<file path="src/rtl/nand_window_pkg.sv">
package nand_window_pkg;

  typedef enum logic [1:0] {
    NW_IDLE   = 2'd0,
    NW_STROBE = 2'd1,
    NW_DONE   = 2'd2
  } nwState_t;

  typedef struct packed {
    logic rdStrobe;
    logic wrStrobe;
    logic capture;
    logic regLoad;
    logic ctrlWrite;
    logic ready;
  } nwStrobes_t;

endpackage

</file>
<file path="src/rtl/nand_window_ctrl.sv">
module nand_window_ctrl
  import nand_window_pkg::*;
#(
  parameter int ADDR_W     = 2,
  parameter int STROBE_CYC = 3,
  parameter logic [ADDR_W-1:0] WIN_OFF  = '0,
  parameter logic [ADDR_W-1:0] CTRL_OFF = ADDR_W'(2)
) (
  input  logic              clk,
  input  logic              rstN,
  input  logic              cpuSel,
  input  logic              cpuWr,
  input  logic [ADDR_W-1:0] cpuAddr,
  output nwStrobes_t        st
);

  localparam int CNT_W = $clog2(STROBE_CYC + 1);

  nwState_t         state;
  logic [CNT_W-1:0] cnt;
  logic             isWrite;
  logic             hitWin;

  assign hitWin = (cpuAddr == WIN_OFF);

  always_ff @(posedge clk or negedge rstN) begin
    if (!rstN) begin
      state   <= NW_IDLE;
      cnt     <= '0;
      isWrite <= 1'b0;
    end else begin
      case (state)
        NW_IDLE: begin
          if (cpuSel) begin
            if (hitWin) begin
              state   <= NW_STROBE;
              cnt     <= CNT_W'(STROBE_CYC - 1);
              isWrite <= cpuWr;
            end else begin
              state <= NW_DONE;
            end
          end
        end
        NW_STROBE: begin
          if (cnt == '0) state <= NW_DONE;
          else           cnt   <= cnt - 1'b1;
        end
        default: state <= NW_IDLE;
      endcase
    end
  end

  always_comb begin
    st           = '0;
    st.rdStrobe  = (state == NW_STROBE) && !isWrite;
    st.wrStrobe  = (state == NW_STROBE) && isWrite;
    st.capture   = (state == NW_STROBE) && !isWrite && (cnt == '0);
    st.regLoad   = (state == NW_IDLE) && cpuSel && !hitWin && !cpuWr;
    st.ctrlWrite = (state == NW_IDLE) && cpuSel && (cpuAddr == CTRL_OFF) && cpuWr;
    st.ready     = (state == NW_DONE);
  end

  // the two flash strobes are mutually exclusive
  assert_no_dual_strobe_R8: assert property (@(posedge clk) disable iff (!rstN)
    !(st.rdStrobe && st.wrStrobe));

  // ready lasts one cycle
  assert_ready_pulse_R7: assert property (@(posedge clk) disable iff (!rstN)
    st.ready |=> !st.ready);

  // the end of a read strobe is immediately followed by ready
  assert_ready_follows_strobe_R7: assert property (@(posedge clk) disable iff (!rstN)
    $fell(st.rdStrobe) |-> st.ready);

endmodule

</file>
<file path="src/rtl/nand_window_dp.sv">
module nand_window_dp
  import nand_window_pkg::*;
#(
  parameter int ADDR_W = 2,
  parameter int DATA_W = 8,
  parameter int CS_W   = 2,
  parameter logic [ADDR_W-1:0] CTRL_OFF = ADDR_W'(2)
) (
  input  logic              clk,
  input  logic              rstN,
  input  nwStrobes_t        st,
  input  logic [ADDR_W-1:0] cpuAddr,
  input  logic [DATA_W-1:0] cpuWdata,
  input  logic [DATA_W-1:0] flashDin,
  output logic [DATA_W-1:0] cpuRdata,
  output logic [DATA_W-1:0] flashDout,
  output logic              flashDoe,
  output logic              flashRdN,
  output logic              flashWrN,
  output logic [CS_W-1:0]   flashCeN
);

  localparam int PAD_W = DATA_W - CS_W;

  logic [CS_W-1:0]   csReg;
  logic [DATA_W-1:0] rdReg;

  always_ff @(posedge clk or negedge rstN) begin
    if (!rstN) begin
      csReg <= '0;
      rdReg <= '0;
    end else begin
      if (st.ctrlWrite) csReg <= cpuWdata[CS_W-1:0];
      if (st.capture) begin
        rdReg <= flashDin;
      end else if (st.regLoad) begin
        rdReg <= (cpuAddr == CTRL_OFF) ? {{PAD_W{1'b0}}, csReg} : '0;
      end
    end
  end

  assign cpuRdata  = st.ready ? rdReg : '0;
  assign flashDoe  = st.wrStrobe;
  assign flashDout = st.wrStrobe ? cpuWdata : '0;
  assign flashRdN  = ~st.rdStrobe;
  assign flashWrN  = ~st.wrStrobe;
  assign flashCeN  = ~csReg;

  // chip-select state moves only on a register write
  assert_cs_hold_R6: assert property (@(posedge clk) disable iff (!rstN)
    !st.ctrlWrite |=> $stable(csReg));

  // read data reflects the flash bus seen on the last strobe cycle
  assert_capture_R2: assert property (@(posedge clk) disable iff (!rstN)
    st.capture |=> (rdReg == $past(flashDin)));

endmodule

</file>
<file path="src/rtl/nand_window.sv">
module nand_window
  import nand_window_pkg::*;
#(
  parameter int ADDR_W     = 2,
  parameter int DATA_W     = 8,
  parameter int CS_W       = 2,
  parameter int STROBE_CYC = 3
) (
  input  logic              clk,
  input  logic              rstN,
  input  logic              cpuSel,
  input  logic              cpuWr,
  input  logic [ADDR_W-1:0] cpuAddr,
  input  logic [DATA_W-1:0] cpuWdata,
  output logic [DATA_W-1:0] cpuRdata,
  output logic              cpuReady,
  input  logic [DATA_W-1:0] flashDin,
  output logic [DATA_W-1:0] flashDout,
  output logic              flashDoe,
  output logic              flashRdN,
  output logic              flashWrN,
  output logic [CS_W-1:0]   flashCeN
);

  localparam logic [ADDR_W-1:0] WIN_OFF  = '0;
  localparam logic [ADDR_W-1:0] CTRL_OFF = ADDR_W'(2);

  nwStrobes_t st;

  nand_window_ctrl #(
    .ADDR_W(ADDR_W), .STROBE_CYC(STROBE_CYC),
    .WIN_OFF(WIN_OFF), .CTRL_OFF(CTRL_OFF)
  ) u_ctrl (
    .clk(clk), .rstN(rstN), .cpuSel(cpuSel), .cpuWr(cpuWr),
    .cpuAddr(cpuAddr), .st(st)
  );

  nand_window_dp #(
    .ADDR_W(ADDR_W), .DATA_W(DATA_W), .CS_W(CS_W), .CTRL_OFF(CTRL_OFF)
  ) u_dp (
    .clk(clk), .rstN(rstN), .st(st), .cpuAddr(cpuAddr),
    .cpuWdata(cpuWdata), .flashDin(flashDin), .cpuRdata(cpuRdata),
    .flashDout(flashDout), .flashDoe(flashDoe), .flashRdN(flashRdN),
    .flashWrN(flashWrN), .flashCeN(flashCeN)
  );

  assign cpuReady = st.ready;

endmodule

</file>
<file path="config.mk">
export PLATFORM = sky130hd
export DESIGN_NAME = nand_window
export DESIGN_NICKNAME = d
export VERILOG_FILES = /design/src/rtl/nand_window_pkg.sv /design/src/rtl/nand_window_ctrl.sv /design/src/rtl/nand_window_dp.sv /design/src/rtl/nand_window.sv
export SDC_FILE = /design/constraint.sdc
export NUM_CORES = 1
export LEC_CHECK = 0
export BUFFER_PORTS_ARGS = -buffer_cell sky130_fd_sc_hd__buf_2
export CELL_PAD_IN_SITES_DETAIL_PLACEMENT = 1
export CELL_PAD_IN_SITES_GLOBAL_PLACEMENT = 1
export CORE_MARGIN = 1
export CORE_UTILIZATION = 29
export CTS_CLUSTER_SIZE = 40
export DETAILED_ROUTE_END_ITERATION = 8
export PLACE_DENSITY_LB_ADDON = 0.1
export SETUP_SLACK_MARGIN = 0.5
export SLEW_MARGIN = 30
export SYNTH_ARGS = -nofsm -noshare
export SYNTH_HDL_FRONTEND = slang
export SYNTH_SLANG_ARGS = --single-unit
</file>
<file path="constraint.sdc">
create_clock -name clk -period 1.9 [get_ports clk]
set_clock_uncertainty 0.15 [all_clocks]
set_input_delay 0.095 -clock clk [delete_from_list [all_inputs] [get_ports clk]]
set_output_delay 0.095 -clock clk [all_outputs]
set_load 0.05 [all_outputs]
</file>
### After elaboration in Yosys (flattened, before gate mapping)

Index checks and enable logic that the tools add are counted.

* multipliers: 0
* multiplexer cells: 13
* reduce and logical (&&, ||, !) cells: 19
* equality and inequality tests: 7
* bitwise operators: 3
* shift operators: 0
* divide/modulo/power cells: 0
* order comparisons: 0
* $add $sub $neg: 1

Operator list (count)
* $mux 8: 4
* $mux 2: 7
* $logic_and 1x1->1: 8
* $pmux 2 s2: 2
* $logic_not 2->1: 3
* $eq 2x2->1 const B: 2
* $ne 2x1->1 const B: 2
* $ne 2x2->1 const B: 2
* $reduce_and 4->1: 1
* $reduce_bool 2->1: 2
* $logic_not 1->1: 3
* $reduce_and 3->1: 1
* $eq 2x1->1 const B: 1
* $not 1->1: 2
* $not 2->2: 1
* $reduce_and 2->1: 1
* $sub 2x1->2 const B: 1

* latch bits: 0
* logic and storage cells: 48
* input port bits: 22
* ROM bits: 0
* bits in registers: 15
* RAM bits: 0
* memories: 0

### Depth between registers and ports, before layout

Gate-level depths: netlist of run 1.

* word-level depth: 6
* depth in mapped cells: 6

### By module

Synthesis of run 1 repeated with hierarchy kept, for this count alone.

* cell total of the unflattened synthesis: 88
* area, all modules: 830.8 sq um

By module, submodules not included
* nand_window_dp: area an instance 535.5 sq um, cells an instance 59, sequential area each 250.2 sq um, times used 1
* nand_window_ctrl: area an instance 295.3 sq um, cells an instance 29, sequential area each 125.1 sq um, times used 1

### Worst setup path before layout of run 1

OpenSTA, ideal clock, no wires.

* path type: register to output
* start: reg u_ctrl.state[0]
* end: out cpuRdata[0]
* cell stages (with the launch flop): 5
* setup slack: -0.073 ns
* path buffers: 2
* arrival time: 1.728 ns
* required time: 1.655 ns
* cell sequence: dfrtp_1 > buf_6 > and2b_1 > clkbuf_1 > and2_1

* cells in the longest elaborated chain, start to end: 2

Ends and longest elaborated chain
* from (decl): line nand_window_ctrl.sv:19 `nwState_t state;`
* from (signal assigned): line nand_window_ctrl.sv:28 `state <= NW_IDLE;`
* from (signal assigned): line nand_window_ctrl.sv:36 `state <= NW_STROBE;`
* from (signal assigned): line nand_window_ctrl.sv:40 `state <= NW_DONE;`
* $eq 2x2->1: line nand_window_ctrl.sv:60 `st.ready = (state == NW_DONE);`
* net cpuReady: line nand_window.sv:16 `output logic cpuReady,`
* $mux 8: line nand_window_dp.sv:42 `assign cpuRdata = st.ready ? rdReg : '0;`
* to (decl): line nand_window.sv:15 `output logic [DATA_W-1:0] cpuRdata,`

The timed path passes the listed nets, and every way through them passes these cells.

### Worst setup path in the final report of run 1

* start: reg u_ctrl.state[0]
* end: reg u_ctrl.cnt[1]

* cells in the longest elaborated chain, start to end: 3

Ends and longest elaborated chain
* $eq 2x1->1 or $logic_not 2->1 (tied branches): line nand_window_ctrl.sv:32 `case (state)`
* $ne 2x2->1 (no line), or another cell as far along
* $reduce_and 4->1 (no line)
* to (signal assigned): line nand_window_ctrl.sv:37 `cnt <= CNT_W'(STROBE_CYC - 1);`
* to (signal assigned): line nand_window_ctrl.sv:46 `else cnt <= cnt - 1'b1;`
* to (decl): line nand_window_ctrl.sv:20 `logic [CNT_W-1:0] cnt;`

Parallel ways exist; a longest one is shown, timed or not.
A chain may end at the register's enable or synchronous reset.

==> impl_metrics.toml, run 1 <==
[run_status]
status = "completed"

[yosys]
synth_top_family_by_area = "simple AND/OR/NAND/NOR gates"
synth-edff-count = 0
postSynthCellCount = 82
post_synth_xor_area_fraction_pct = 0
syn-cell-area_um2 = 851
synth_compound_area_share_pct = 15.4
ys_seq_elements = 15
yosys.area_share.simple_pct = 28.2
avgSynthCellArea_um2 = 10.4
synth_fa_ha_area_share_pct = 1.47
synthesis.nets = 105
synth.area.mux_share_pct = 5.29
yosys_warnings = 0
async_flop_share_pct = 100
synth-seq-area-share_pct = 44.1
ys.flop_type = "dfrtp_1"
ys_types = 28

[run]
maxCapViolations = 0

[power_and_ir_drop]
combPwrFrac_pct = 67.5
switching_share_pct = 42.7
clkPwrFrac_pct = 8.3
netSwitchingPower_mw = 0.953
power.density_nw_per_um2 = 1270
internal-power_mw = 1.28
power_leakage_nw = 0.824
irDropWorstVdd_v = 0.000790
pwr-share-seq_pct = 24.2

[routing]
first_iter_violations = 12
wl_per_cell_um = 15.8
drc = 0
finalWirelength_um = 2940
viasPerCell = 4.99
vias = 929
drt_first_pass_iters = 5
antenna_left = 0

[finish]
fin_util_pct = 63.7
area_delta_synth_final_pct = 106
diodes = 0
drive_gt1_share_pct = 68.4
layout.nets = 179
fin_cells = 186
fillers = 294

[clock_network]
clk_pin_slew_ns = 0.09
cts_tree = "built"
cts_buffers = 3
clk_latency_ns = 0.29
cts-root-buf = "clkbuf_4"
cts_sinks = 15
htreeDepth = 1
cts.path.max_buffers = 2

[floorplanning]
fp-row-count = 19
dieArea_um2 = 3150
start_util_pct = 30.9
die_y_um = 56.2
io_pins = 44
coreArea_um2 = 2760
die_x_um = 56.2

[worst_setup_path]
crit_arrival_ns = 1.82
cp_max_fo = 4
end_kind = "flop"
critPathKind = "flop to flop"
crit_slowest_cell = "or4b_4"
path_cells = "buf_6 -> or4b_4 -> a21oi_4 -> mux2_4"
cp.required_ns = 1.93
slowest_delay_ns = 0.49
cp-start-kind = "flop"

[sta]
hold_viol = 0
max_freq_mhz = 560
tns_ns = 0
min_period_ns = 1.79
tightest_slew_ns = 0.507
setup_violations = 0
rsz0062_at_grt = "true"
post-route-period-util_pct = 94.0
holdWs_ns = 0.105
drv_slew = 0
maxSlewHeadroom_pct = 66.1

[global_route]
antenna_found_initial = 0
grt_max_degree = 16
grt-ovfl-total = 0
grt_pass1_vias = 981
grt_pass1_wl_um = 4540
grt_usage_pct = 18.2

[placement]
hpwlAfterDp_um = 1750
dp.cells = 156
numPortBuffers = 43
globalplace.congestion = 0.774

[hold_path]
holdCritPathClass = "input pin to flop"
path summary, 6_finish.rpt:
check | cells after the start | slack, ns | to | start
setup / recovery | 4 | 0.11 | u_ctrl.cnt[1] | u_ctrl.state[0]
min in group asynchronous | 2 | 0.11 | u_dp.rdReg[7] | rstN
setup reg to reg | 4 | 0.11 | u_ctrl.cnt[1] | u_ctrl.state[0]
max in group asynchronous | 2 | 1.22 | u_ctrl.state[0] | rstN
hold reg to reg | 1 | 0.36 | u_dp.rdReg[7] | u_dp.rdReg[7]
hold / removal | 3 | 0.10 | u_ctrl.state[1] | cpuSel
state kept, by name, summed over array words and instances, names as in the netlist:
register,cells
u_dp.csReg,2
u_ctrl.isWrite,1
u_dp.rdReg,8
u_ctrl.state,2
u_ctrl.cnt,2
what timing repair did:
| action | 4_1_cts | 5_1_grt |
|---|---|---|
| gates cloned | 2 | 1 |
| gates resized for setup | 63 | 33 |
| hold endpoints to repair | 26 | 0 |
| endpoints found under the setup margin | 34 | 35 |
| buffers inserted | 6 | 5 |
| pin swaps | 6 | 12 |
| hold buffers | 12 | 0 |
final cells by class:
class / count / area [um^2] / share of cell area (%)
Tap cell: 31 / 38.8 / 2.21
Timing Repair Buffer: 73 / 698 / 39.8
Sequential cell: 15 / 377 / 21.5
Clock buffer: 4 / 26.3 / 1.50
Inverter: 5 / 22.5 / 1.28
Multi-Input combinational cell: 58 / 593 / 33.8
synth_stat cells (2+ instances only):
master,instances,share of area [%]
a21oi_1,3,1.8
a22o_1,6,6.2
a31oi_1,2,1.5
and2_1,9,6.6
and3_1,9,6.6
clkbuf_1,3,1.3
dfrtp_1,15,44
inv_1,5,2.2
mux2_2,3,4.0
nand2_1,3,1.3
nor2_1,2,0.88
nor2b_1,4,2.9
o21ai_0,2,1.2
or4b_4,2,3.2
worst max-delay path: cells and delay by family (launching register included):
kind,cells,cell delay (ns)
AO/OA/AOI/OAI,1,0.16
AND/OR/NAND/NOR,1,0.49
multiplexers,1,0.31
buffers and inverters,1,0.13
flip-flops,1,0.44
power groups by stage:
stage	Sequential, mW	Combinational, mW	Clock, mW
after global routing	0.553	1.60	0.210
after global placement	0.519	0.938	0
final	0.540	1.51	0.186
after CTS	0.527	1.31	0.196
after detailed placement	0.527	0.960	0
after floorplan	0.503	0.775	0
logic make-up (layout without fill, tap and decap cells):
logic type | Yosys count | count (layout)
flops | 15 | 15
compound gates | 16 | 16
buf+inv | 10 | 82
mux | 4 | 4
fa+ha+maj | 1 | 1
simple gates | 36 | 37
metrics by stage:
stage / instance area, um^2 / setup slack, ns / power [mW]
3_3_place_gp: 1180 / 0.186 / 1.46
6_report: 1760 / 0.115 / 2.23
2_1_floorplan: 932 / 0.184 / 1.28
4_1_cts: 1590 / 0.136 / 2.03
3_5_place_dp: 1180 / 0.114 / 1.49
5_1_grt: 1760 / 0.0845 / 2.36
cell usage in the layout (no fill, tap or decap):
cell           count
buf_2             24
buf_8             18
dfrtp_1           14
buf_6             12
dlygate4sd3_1     12
and2_4             9
and3_4             9
buf_4              7
a22o_1             6
nor2b_1            3
mux2_4             3
nand2_1            3
clkbuf_4           3
inv_2              2
inv_1              2
nor2_1             2
or4b_4             2
o21ai_2            2
a31oi_1            2
a21oi_1            2
nor2b_4            1
nand2b_4           1
and2b_4            1
clkinvlp_4         1
nor3b_4            1
or3b_4             1
a21oi_2            1
or2b_1             1
a21oi_4            1
o2bb2ai_1          1
nor4bb_4           1
o21ba_4            1
nor4b_2            1
mux2_2             1
ha_4               1
clkbuf_1           1
and2b_2            1
dfrtp_2            1
layer usage:
metal / track usage [%] / wire length [um] / share of wire [%]
met1: 20.8 / 1110 / 38
met2: 34.2 / 1630 / 55
met3: 3.02 / 153 / 5.2
met4: 5.23 / 48 / 1.6
met5: 0 / 0 / 0
Note: power is estimated with default switching activity, not from simulation.
==> run 2, diff against run 1 <==
- CELL_PAD_IN_SITES_DETAIL_PLACEMENT: 1 -> 0
- CTS_BUF_LIST: unset -> sky130_fd_sc_hd__clkbuf_16
==> impl_metrics.toml, run 2 (synthesis results as in run 1) <==
[run_status]
status = "completed"

[finish]
fin_util_pct = 66.2
fillers = 214
layout.nets = 181
multi_input_area_um2 = 601
area_delta_synth_final_pct = 115
diodes = 0
top_register = "u_dp.rdReg"
final_common_cell = "buf_2"
regArea_um2 = 375
drive_gt1_share_pct = 69.4
largest_reg_flops = 8
final_cell_mix = "24 x buf_2, 19 x buf_8, 15 x dfrtp_1, 11 x dlygate4sd3_1, 11 x buf_4"

[global_route]
grt_max_degree = 16
grt_pass1_wl_um = 4260
grt_pass1_vias = 991
grt-ovfl-total = 0
grt_usage_pct = 16.9
antenna_found_initial = 0

[routing]
drt_first_pass_iters = 4
first_iter_violations = 6
antenna_left = 0
vias = 918
finalWirelength_um = 2490
wl_per_cell_um = 13.2
viasPerCell = 4.88
drc = 0

[clock_network]
cts_buffers = 3
clk_pin_slew_ns = 0.05
htreeDepth = 1
cts-root-buf = "clkbuf_16"
cts_tree = "built"
cts.path.max_buffers = 2
cts_sinks = 15
clk_latency_ns = 0.24

[worst_setup_path]
cp-start-kind = "flop"
critPathKind = "flop to flop"
crit_arrival_ns = 1.71
cp_max_fo = 4
slowest_delay_ns = 0.50
path_cells = "buf_6 -> or4b_4 -> a21oi_4 -> mux2_4"
end_kind = "flop"
crit_buf_inv = 1
crit_slowest_cell = "or4b_4"
crit_family = "simple AND/OR/NAND/NOR gates"
cp.required_ns = 1.88

[floorplanning]
die_x_um = 56.2
io_pins = 44
die_y_um = 56.2
dieArea_um2 = 3150
fp-row-count = 19
coreArea_um2 = 2760
start_util_pct = 30.9

[power_and_ir_drop]
irDropWorstVdd_v = 0.000914
power.density_nw_per_um2 = 1340
power_leakage_nw = 0.865

[sta]
min_period_ns = 1.73
tightest_slew_ns = 0.432
maxSlewHeadroom_pct = 71.1
max_freq_mhz = 577
tns_ns = 0
hold_viol = 0
rsz0062_at_grt = "true"
setup_violations = 0
holdWs_ns = 0.0203
post-route-period-util_pct = 91.2
drv_slew = 0

[placement]
numPortBuffers = 43
hpwlAfterDp_um = 1530
globalplace.congestion = 0.774

[hold_path]
holdCritPathClass = "input pin to flop"

[run]
maxCapViolations = 0
[run 2: cell types whose count changed in the layout (fill, tap and decap cells not counted), sizes merged]
cell	previous run	this run
buf	61	64
clkbuf	4	3
dlygate4sd3	12	11
inv	4	5
[run 2: final cells by class]
cell class | count | area share, %
Timing Repair Buffer | 75 | 38.9
Multi-Input combinational cell | 58 | 32.9
Sequential cell | 15 | 20.5
Clock buffer | 3 | 4.11
Tap cell | 31 | 2.12
Inverter | 5 | 1.23
Clock inverter | 1 | 0.205
[run 2: final timing paths]
check	startpoint	to	slack, ns	depth (start not counted)
worst max-delay path	u_ctrl.state[0]	u_ctrl.cnt[1]	0.17	4
worst min-delay path	cpuWr	u_ctrl.isWrite	0.02	2
min in group asynchronous	rstN	u_dp.rdReg[7]	0.15	2
worst max register to register	u_ctrl.state[0]	u_ctrl.cnt[1]	0.17	4
worst min register to register	u_dp.rdReg[3]	u_dp.rdReg[3]	0.35	1
max in group asynchronous	rstN	u_dp.rdReg[6]	1.19	2
[run 2: what timing repair did]
item / 4_1_cts / 5_1_grt
hold endpoints to repair: 25 / 0
setup endpoints to repair: 33 / 35
cloned: 3 / 0
resized for setup: 81 / 15
pin swaps: 21 / 5
hold buffers: 11 / 0
setup buffers: 11 / 3
[run 2: through the flow]
stage	worst slack, ns	std cells	cell area [um^2]	power, mW
2_1_floorplan	0.184	82	932	1.28
3_3_place_gp	0.186	156	1180	1.46
3_5_place_dp	0.142	156	1180	1.47
4_1_cts	0.170	185	1760	2.35
5_1_grt	0.121	188	1830	2.59
6_report	0.167	188	1830	2.45
[run 2: routing by layer]
layer,share of wire [%],track usage [%]
met1,40,19.0
met2,54,31.8
met3,5.2,3.72
met4,1.1,4.53
met5,0,0
[run 2: worst register-to-register path: stages (launching register included)]
cell	delay (ns)
dfrtp_1	0.38
buf_6	0.13
or4b_4	0.50
a21oi_4	0.16
mux2_4	0.30
[run 2: power by group]
part | leakage [nW] | internal (mW) | total, mW | switching, mW
sequential | 0.194 | 0.439 | 0.526 | 0.0868
clock | 0.0423 | 0.278 | 0.400 | 0.122
combinational | 0.629 | 0.780 | 1.52 | 0.741
total | 0.865 | 1.50 | 2.45 | 0.949
==> run 3, diff against run 2 <==
- RECOVER_POWER: unset -> 50
- SLEW_MARGIN: 30 -> 20
==> impl_metrics.toml, run 3 (synthesis results as in run 1) <==
[run_status]
status = "completed"

[floorplanning]
die_x_um = 56.2
die_y_um = 56.2
dieArea_um2 = 3150
fp-row-count = 19
io_pins = 44
coreArea_um2 = 2760
start_util_pct = 30.9

[global_route]
grt-ovfl-total = 0
grt_usage_pct = 16.9
grt_pass1_vias = 991
antenna_found_initial = 0
grt_pass1_wl_um = 4260
grt_max_degree = 16

[routing]
antenna_left = 0
drt_first_pass_iters = 3
drc = 0
wl_per_cell_um = 13.2
finalWirelength_um = 2490
vias = 914
viasPerCell = 4.86
first_iter_violations = 7

[worst_setup_path]
reg2reg_from = "u_ctrl.state[0]"
rrSetupSlack_ns = 0.17
cp.required_ns = 1.65
reg2reg_depth = 4
end_kind = "primary output"
r2r_end = "u_ctrl.cnt[1]"
critPathKind = "flop to primary output"
cp-start-kind = "flop"
crit_arrival_ns = 1.49
cp_max_fo = 5

[clock_network]
clk_latency_ns = 0.24
cts_buffers = 3
htreeDepth = 1
cts_sinks = 15
cts.path.max_buffers = 2
cts_tree = "built"
clk_pin_slew_ns = 0.05
cts-root-buf = "clkbuf_16"

[placement]
post_dp_cell_area_um2 = 1180
numPortBuffers = 43
globalplace.congestion = 0.774
hpwlAfterDp_um = 1530

[finish]
largest_reg_flops = 8
fillers = 221
diodes = 0
final_cell_mix = "21 x buf_2, 18 x buf_8, 15 x dfrtp_1, 11 x dlygate4sd3_1"
top_register = "u_dp.rdReg"
drive_gt1_share_pct = 66.2
final_common_cell = "buf_2"
fin_area_um2 = 1810
multi_input_area_um2 = 599
layout.nets = 181
regArea_um2 = 375
area_delta_synth_final_pct = 112

[sta]
rsz0062_at_grt = "true"
setup_violations = 0
max_freq_mhz = 576
tightest_slew_ns = 0.854
post-route-period-util_pct = 91.4
holdWs_ns = 0.0191
maxSlewHeadroom_pct = 43.1
tns_ns = 0
drv_slew = 0
min_period_ns = 1.74
hold_viol = 0

[power_and_ir_drop]
power.density_nw_per_um2 = 1350
power_leakage_nw = 0.850
irDropWorstVdd_v = 0.000891

[hold_path]
holdCritPathClass = "input pin to flop"
min_from = "cpuWr"
worstHoldPathCells = 2
min_to = "u_ctrl.isWrite"

[run]
maxCapViolations = 0
## run 3: cell types whose count changed in the layout (fill, tap and decap cells not counted)
| cell | delta |
|---|---|
| buf_8 | -1 |
| buf_4 | -1 |
| buf_2 | -3 |
| clkbuf_1 | +4 |
| and2b_2 | -1 |
| and2b_1 | +1 |
| clkbuf_2 | +1 |
## run 3: per-layer routing
metal | up-vias | wire length, um | global-route usage, %
li1 | 442 | - | -
met1 | 431 | 1010 | 19.0
met2 | 37 | 1330 | 31.8
met3 | 4 | 129 | 3.72
met4 | 0 | 27 | 4.53
met5 | - | 0 | 0
## run 3: area by class of cell
cell class                      count  area share [%]
Multi-Input combinational cell     58            33.1
Inverter                            5            1.25
Clock buffer                        3            4.15
Sequential cell                    15            20.8
Clock inverter                      1           0.208
Timing Repair Buffer               75            38.3
Tap cell                           31            2.15
## run 3: through the flow
step                      cells  worst slack, ns  total power, mW  util, %
after global routing        188            0.104             2.57     65.6
after floorplan              82            0.184             1.28        -
after detailed placement    156            0.142             1.47     43.0
after CTS                   185            0.170             2.35     63.7
final                       188            0.163             2.43     65.6
after global placement      156            0.186             1.46     43.0
## run 3: how the worst max path moves through the flow
stage / start / to / slack, ns / cells past startpoint
after global placement: u_ctrl.cnt[0] / u_dp.rdReg[0] / 0.19 / 6
final: u_ctrl.state[1] / flashDout[0] / 0.16 / 5
after CTS: u_ctrl.state[0] / u_ctrl.cnt[1] / 0.17 / 4
after floorplan: u_ctrl.state[0] / u_ctrl.cnt[1] / 0.18 / 4
after detailed placement: u_ctrl.cnt[0] / u_dp.rdReg[0] / 0.14 / 6
after global routing: u_ctrl.state[0] / cpuRdata[0] / 0.10 / 5
## run 3: repair_timing
item	4_1_cts	5_1_grt
endpoints found under the setup margin	33	35
resized for setup	81	15
gates cloned	3	0
hold endpoints to repair	25	0
hold buffers	11	0
pin swaps	21	5
buffers inserted	11	3
## run 3: power by group
group,internal (mW),switching (mW)
clock,0.278,0.123
sequential,0.439,0.0872
combinational,0.764,0.740
total,1.48,0.950
## run 3: critical path: stages, from the launching register on
cell,delay [ns]
dfrtp_1,0.42
buf_6,0.15
nor2b_4,0.13
buf_6,0.13
and3_4,0.16
clkbuf_2,0.27
